--- src/rtl/pmc_pkg.sv ---
package pmc_pkg;
  typedef enum logic [1:0] {
    MODE_RUN     = 2'b00,
    MODE_REGPD   = 2'b01,
    MODE_CLKLOSS = 2'b10
  } pmc_mode_e;
endpackage

--- src/rtl/pmc_edge_sync.sv ---
// Brings the master clock into the reference domain and flags rising edges.
module pmc_edge_sync #(
  parameter int STAGES = 2
) (
  input  logic clk,
  input  logic rst_n,
  input  logic async_in,
  output logic rise_o
);
  logic [STAGES-1:0] sync_q;
  logic              last_q;

  always_ff @(posedge clk) begin
    if (!rst_n) begin
      sync_q <= '0;
      last_q <= 1'b0;
    end else begin
      sync_q <= {sync_q[STAGES-2:0], async_in};
      last_q <= sync_q[STAGES-1];
    end
  end

  assign rise_o = sync_q[STAGES-1] & ~last_q;
endmodule

--- src/rtl/pmc_watchdog.sv ---
// Counts reference cycles since the last detected edge; saturates at TIMEOUT.
module pmc_watchdog #(
  parameter int TIMEOUT = 400,
  localparam int CW = $clog2(TIMEOUT + 1)
) (
  input  logic clk,
  input  logic rst_n,
  input  logic kick,
  output logic expired_o
);
  localparam logic [CW-1:0] LIMIT = CW'(TIMEOUT);
  logic [CW-1:0] cnt_q;

  always_ff @(posedge clk) begin
    if (!rst_n)              cnt_q <= LIMIT;
    else if (kick)           cnt_q <= '0;
    else if (cnt_q != LIMIT) cnt_q <= cnt_q + 1'b1;
  end

  assign expired_o = (cnt_q == LIMIT);
endmodule

--- src/rtl/pmc_mode_fsm.sv ---
// Tracks whether the master clock is considered alive.
module pmc_mode_fsm (
  input  logic clk,
  input  logic rst_n,
  input  logic rise,
  input  logic expired,
  output logic clk_ok_o
);
  logic clk_ok_q;
  logic armed_q;

  always_ff @(posedge clk) begin
    if (!rst_n) begin
      clk_ok_q <= 1'b0;
      armed_q  <= 1'b0;
    end else if (clk_ok_q) begin
      armed_q <= 1'b0;
      if (expired && !rise) clk_ok_q <= 1'b0;
    end else begin
      if (rise) begin
        if (armed_q) begin
          clk_ok_q <= 1'b1;
          armed_q  <= 1'b0;
        end else begin
          armed_q <= 1'b1;
        end
      end else if (expired) begin
        armed_q <= 1'b0;
      end
    end
  end

  assign clk_ok_o = clk_ok_q;
endmodule

--- src/rtl/pmc_cfg_reg.sv ---
// Per-channel power-down bits; writable only while the clock is alive.
module pmc_cfg_reg #(
  parameter int NCH = 4
) (
  input  logic           clk,
  input  logic           rst_n,
  input  logic           wr_allow,
  input  logic           wr,
  input  logic [NCH-1:0] wdata,
  output logic [NCH-1:0] bits_o
);
  logic [NCH-1:0] bits_q;

  always_ff @(posedge clk) begin
    if (!rst_n)              bits_q <= '0;
    else if (wr && wr_allow) bits_q <= wdata;
  end

  assign bits_o = bits_q;
endmodule

--- src/rtl/pwr_mode_ctrl.sv ---
module pwr_mode_ctrl
  import pmc_pkg::*;
#(
  parameter int NCH         = 4,
  parameter int TIMEOUT     = 400,
  parameter int SYNC_STAGES = 2
) (
  input  logic           ref_clk,
  input  logic           rst_n,
  input  logic           mclk,
  input  logic           cfg_wr,
  input  logic [NCH-1:0] cfg_wdata,
  output logic [NCH-1:0] cfg_q,
  output logic [NCH-1:0] ch_en,
  output logic [NCH-1:0] ch_oe,
  output logic [1:0]     mode_o
);
  logic      rise;
  logic      expired;
  logic      clk_ok;
  pmc_mode_e mode;

  pmc_edge_sync #(.STAGES(SYNC_STAGES)) u_sync (
    .clk(ref_clk), .rst_n(rst_n), .async_in(mclk), .rise_o(rise)
  );

  pmc_watchdog #(.TIMEOUT(TIMEOUT)) u_wdog (
    .clk(ref_clk), .rst_n(rst_n), .kick(rise), .expired_o(expired)
  );

  pmc_mode_fsm u_fsm (
    .clk(ref_clk), .rst_n(rst_n), .rise(rise), .expired(expired),
    .clk_ok_o(clk_ok)
  );

  pmc_cfg_reg #(.NCH(NCH)) u_cfg (
    .clk(ref_clk), .rst_n(rst_n), .wr_allow(clk_ok), .wr(cfg_wr),
    .wdata(cfg_wdata), .bits_o(cfg_q)
  );

  for (genvar i = 0; i < NCH; i++) begin : g_chan
    assign ch_en[i] = clk_ok & ~cfg_q[i];
    assign ch_oe[i] = clk_ok & ~cfg_q[i];
  end

  always_comb begin
    if (!clk_ok)         mode = MODE_CLKLOSS;
    else if (|cfg_q)     mode = MODE_REGPD;
    else                 mode = MODE_RUN;
  end

  assign mode_o = mode;
endmodule

--- config.mk ---
export PLATFORM = sky130hd
export DESIGN_NAME = pwr_mode_ctrl
export DESIGN_NICKNAME = d
export VERILOG_FILES = /design/src/rtl/pmc_pkg.sv /design/src/rtl/pmc_edge_sync.sv /design/src/rtl/pmc_watchdog.sv /design/src/rtl/pmc_mode_fsm.sv /design/src/rtl/pmc_cfg_reg.sv /design/src/rtl/pwr_mode_ctrl.sv
export SDC_FILE = /design/constraint.sdc
export NUM_CORES = 1
export LEC_CHECK = 0
export BUFFER_PORTS_ARGS = -buffer_cell sky130_fd_sc_hd__buf_2
export CORE_MARGIN = 2
export CORE_UTILIZATION = 44
export CTS_BUF_LIST = sky130_fd_sc_hd__clkbuf_16
export CTS_CLUSTER_DIAMETER = 120
export DETAILED_ROUTE_END_ITERATION = 6
export GPL_TIMING_DRIVEN = 0
export PLACE_DENSITY = 0.77
export SETUP_SLACK_MARGIN = 0.15
export SLEW_MARGIN = 20
export SYNTH_ARGS = -nofsm -noshare
export SYNTH_HDL_FRONTEND = slang
export SYNTH_HIERARCHICAL = 1
export SYNTH_SLANG_ARGS = --single-unit
--- constraint.sdc ---
create_clock -name ref_clk -period 1.3 [get_ports ref_clk]
set_input_delay 0.26 -clock ref_clk [delete_from_list [all_inputs] [get_ports ref_clk]]
set_output_delay 0.26 -clock ref_clk [all_outputs]
set_load 0.005 [all_outputs]
Word level (Yosys, flattened, before mapping)
Index checks and enable logic that the tools add are counted.
{"block": "word_totals", "inputBits": 8, "output_inout_bits": 14, "reg_bits": 18, "wordCells": 40}
{"block": "classes", "bitwise_logic": 11, "eq_ne": 2, "reduce_logical": 8, "n_addsub": 1, "mux": 11}
{"op": "2-to-1 mux 9 bit", "count": 2}
{"op": "adder 9 x 1 -> 9 bit (second input constant)", "count": 1}
{"op": "equality test 9 bit (second input constant)", "count": 1}
{"op": "!= test 9 bit (second input constant)", "count": 1}
{"op": "2-to-1 mux 1 bit", "count": 8}
{"op": "NOT 1 bit", "count": 6}
{"op": "AND 1 bit", "count": 5}
{"op": "nonzero test 2 bit", "count": 2}
{"op": "OR reduction 2 bit", "count": 2}
{"op": "OR reduction 4 bit", "count": 1}
{"op": "logical AND 1 bit", "count": 2}
{"op": "2-to-1 mux 2 bit", "count": 1}
{"op": "zero test 1 bit", "count": 1}

Longest topological paths before layout
{"block": "logic_depth", "ltp_word": 6, "depth_mapped": 6, "depth_no_buf": 6}

By module
The synthesis kept the hierarchy.
{"mod": "pmc_watchdog", "cells_each": 53, "area_each_um2": 461.7, "seq_area_each_um2": 180.2, "n_inst": 1}
{"mod": "pmc_cfg_reg", "cells_each": 18, "area_each_um2": 168.9, "seq_area_each_um2": 80.1, "n_inst": 1}
{"mod": "pmc_edge_sync", "cells_each": 7, "area_each_um2": 92.6, "seq_area_each_um2": 60.1, "n_inst": 1}
{"mod": "pmc_mode_fsm", "cells_each": 9, "area_each_um2": 88.8, "seq_area_each_um2": 40.0, "n_inst": 1}
{"mod": "pwr_mode_ctrl", "cells_each": 10, "area_each_um2": 72.6, "seq_area_each_um2": 0.0, "n_inst": 1}

Worst setup path after synthesis
OpenSTA, ideal clock, no wires.
{"block": "synth_path", "path_kind": "reg2reg", "start": "register u_wdog.cnt_q[0]", "end": "register u_fsm.armed_q", "setup_ps": 66, "stages_incl_launch_ff": 7, "t_required_ps": 1234, "path_buffers": 0, "setup_slack_ps": -111, "synth_period_minus_slack_ps": 1411, "arrival_ps": 1345, "cell_sequence": "dfxtp_1 -> inv_1 -> ha_1 -> or4b_4 -> nor2_1 -> or3b_1 -> a21oi_2"}
{"block": "synth_between", "elab_chain_len": 2}
{"element": "start: declaration", "line": "pmc_watchdog.sv:12", "rtl": "logic [CW-1:0] cnt_q;"}
{"element": "start signal: assignment", "line": "pmc_watchdog.sv:17", "rtl": "else if (cnt_q != LIMIT) cnt_q <= cnt_q + 1'b1;"}
{"element": "equality test 9 bit", "line": "pmc_watchdog.sv:20", "rtl": "assign expired_o = (cnt_q == LIMIT);"}
{"element": "net expired", "line": "pwr_mode_ctrl.sv:19", "rtl": "logic expired;"}
{"element": "nonzero test 2 bit (no line)"}
{"element": "end signal: assignment", "line": "pmc_mode_fsm.sv:15", "rtl": "armed_q <= 1'b0;"}
{"element": "end signal: assignment", "line": "pmc_mode_fsm.sv:17", "rtl": "armed_q <= 1'b0;"}
{"element": "end signal: assignment", "line": "pmc_mode_fsm.sv:23", "rtl": "armed_q <= 1'b0;"}
{"element": "end: declaration", "line": "pmc_mode_fsm.sv:10", "rtl": "logic armed_q;"}
The timed path passes the listed nets, and every way through them passes these cells.
A chain may end at the register's enable or synchronous reset.

Worst setup path after layout
Same ends and word-level chain as after synthesis.

==> reports/qor.yml <==
sta:
  grt_setup_unrepaired: "yes"
  timing.hold.ws_ps: 221
  finalSetupViolations: 8
  post-route-period-util: 1.09
  drv_slew: 0
  clock.fmax_mhz: 709
  slew_headroom: 0.702
  min_period_ps: 1410
  setup_slack_ps: -111
  tightest_slew_ps: 441
  clock_skew_ps: 3.88
  hold_viol: 0
  setup_tns_ps: -584
place:
  numPortBuffers: 21
  gp_congestion: 0.789
  post-place-ws_ps: -152
  dp_hpwl_um: 1250
  placed_area_mm2: 0.00104
cells_and_area:
  diodes: 0
  nFillCells: 152
  area_delta_synth_final_pct: 45.0
  layout-drive-gt1-share: 0.492
  multiInputGateArea_um2: 532
  fin_util: 0.667
  final-seq-area_um2: 372
  fin_area_mm2: 0.00128
  fin_nets: 141
logic_synthesis:
  synth_xor_area_frac: 0.0198
  synth_edf_count: 0
  synth-seq-area-share: 0.407
  synth_seq_cells: 18
  synth_nets: 107
  syn_area_um2: 885
  synth_top_family_by_area: "simple AND/OR/NAND/NOR gates"
  synth-main-ff-cell: "dfxtp_1"
  synthTopCellsByCount: "dfxtp_1 (18), nand3_1 (6), nand4_1 (6), o21ai_0 (6)"
  synth_area_leaders: "dfxtp_1 (41%), nand4_1 (4.2%), o21ai_2 (4.0%)"
  syn_inst: 97
  avgSynthCellArea_um2: 9.12
  synthAdderAreaFrac: 0.0283
  synth_top_area_share: 0.407
  ys_async_sr_fraction: 0
  synth_top_cell_by_area: "dfxtp_1"
  yosysWarningCount: 6
  ys_types: 34
  synth.most_common_cell: "dfxtp_1"
  yosys.area_share.simple: 0.348
  synth_compound_area_frac: 0.144
  yosys-mux-area-fraction: 0
clocking:
  cts.sinks: 18
  cts_hold_buf: 0
  cts_tree: "built"
  clockRootBuffer: "clkbuf_16"
  clk_latency_ps: 250
  clk_path_buf_depth: 2
  cts.clk_slew.worst_paths_ps: 50
  htree_num_levels: 1
  cts_made_buffers: 3
global_route:
  grt-ovfl-total: 0
  antenna_found_initial: 0
  globalRouteTotalUtil: 0.160
  grt_pass1_wl_um: 3040
  grt_pass1_vias: 722
  grt_max_degree: 15
detailed_routing:
  drc: 0
  antenna_left: 0
  wl_per_cell_um: 12.6
  vias: 839
  viasPerCell: 5.34
  dr.pass1.iters: 4
  drtIter0Drc: 12
  wl_um: 1990
floorplan:
  ios: 22
  die-area_mm2: 0.00239
  start_util: 0.460
  fp-row-count: 16
  die_h_um: 48.8
  core-area_mm2: 0.00192
  die_w_um: 48.8
critical_path:
  r2r-start: "u_wdog/cnt_q[0]"
  worst-setup-path-type: "flip-flop to flip-flop"
  required_ps: 1440
  critPathMaxStageDelay_ps: 500
  cp_max_fo: 4
  reg2reg_to: "u_fsm/armed_q"
  reg2reg_slack_ps: -110
  cp_slowest_cell: "or4b_4"
  cp-end-kind: "flip-flop"
  start_kind: "flip-flop"
  crit_arrival_ps: 1550
  ff2ff_path_depth: 6
  critPathTopFamily: "simple AND/OR/NAND/NOR gates"
  worstPathCellList: "inv_2 > ha_4 > or4b_4 > nor2_4 > or3b_1 > a21oi_2"
  worst-path-buf-inv: 1
min_path:
  hold_class: "input pin to flip-flop"
  hold_depth: 2
  min_to: "u_sync/sync_q[0]"
  hold_start: "mclk"
power_and_ir_drop:
  power_leakage_nw: 0.526
  p_per_area_mw_per_mm2: 1130
  vdd_ir_drop_max_uv: 765
run_status:
  violations: "setup timing"
  status: "finished with violations"
flow_run:
  cap_viol_max_count: 0
[area by class of cell]
type | count | area share
multi-input cells | 71 | 0.415
flip-flops and latches | 18 | 0.290
repair buffers | 29 | 0.160
clock buffers | 3 | 0.0585
plain buffers | 5 | 0.0390
well taps | 27 | 0.0263
inverters | 3 | 0.00878
clock inverters | 1 | 0.00293
[routing by layer]
| layer | GRT usage | wire [µm] | share of wire |
|---|---|---|---|
| met1 | 0.192 | 872 | 0.44 |
| met2 | 0.272 | 967 | 0.49 |
| met5 | 0 | 0 | 0 |
| met3 | 0.0276 | 111 | 0.056 |
| met4 | 0.0857 | 34 | 0.017 |
[worst max path at each step]
stage	to	cells after the start	start
6_report	u_fsm/armed_q	6	u_wdog/cnt_q[0]
3_3_place_gp	u_fsm/armed_q	6	u_wdog/cnt_q[0]
4_1_cts	u_fsm/armed_q	6	u_wdog/cnt_q[0]
2_1_floorplan	u_fsm/armed_q	6	u_wdog/cnt_q[0]
5_1_grt	u_wdog/cnt_q[2]	5	u_wdog/cnt_q[0]
3_5_place_dp	u_fsm/armed_q	6	u_wdog/cnt_q[0]
[report_power, final]
| part | internal (mW) | switching (mW) | total (mW) |
|---|---|---|---|
| Sequential | 0.580 | 0.0281 | 0.608 |
| Combinational | 0.125 | 0.112 | 0.237 |
| Clock | 0.408 | 0.199 | 0.608 |
| Total | 1.11 | 0.339 | 1.45 |
[flip-flops by register name, summed over array words and instances (netlist names)]
| name | cells |
|---|---|
| u_fsm/armed_q | 1 |
| u_sync/last_q | 1 |
| u_cfg/bits_o | 4 |
| u_wdog/cnt_q | 9 |
| u_fsm/clk_ok_o | 1 |
| u_sync/sync_q | 2 |
[through the flow]
stage	std cells	power (mW)
after floorplan	97	0.766
after detailed placement	145	0.818
after global placement	145	0.809
after global routing	157	1.52
after CTS	152	1.46
final	157	1.45
[placed cells by master, fill, tap and decap left out, types with 2 or more instances in the layout]
| cell type | netlist | final |
|---|---|---|
| or4_1 | 2 | 2 |
| clkbuf_16 | 0 | 3 |
| buf_4 | 4 | 4 |
| a21oi_1 | 5 | 5 |
| nor2b_1 | 5 | 2 |
| o21ai_1 | 2 | 2 |
| nand2b_1 | 4 | 3 |
| nand2_1 | 5 | 5 |
| nand4_1 | 6 | 6 |
| buf_2 | 0 | 17 |
| nor2b_4 | 1 | 4 |
| and2_1 | 3 | 3 |
| o21ai_2 | 4 | 4 |
| dfxtp_2 | 0 | 6 |
| buf_6 | 0 | 12 |
| or3_1 | 2 | 2 |
| dfxtp_1 | 18 | 11 |
| xor2_1 | 2 | 2 |
| o21ai_0 | 6 | 6 |
| inv_2 | 0 | 3 |
| nand3_1 | 6 | 6 |
[kinds of logic after synthesis]
kind of cell             after synthesis
adder cells (fa/ha/maj)                2
AO/OA/AOI/OAI                         20
flip-flops                            18
AND/OR/NAND/NOR                       47
XOR/XNOR                               2
buffers and inverters                  8
[repair_timing]
| action | 4_1_cts | 5_1_grt |
|---|---|---|
| resized for setup | 6 | 23 |
| pin swaps | 4 | 2 |
| buffers inserted | 3 | 5 |
| setup endpoints to repair | 19 | 19 |
Power figures use the tool's default switching activity.
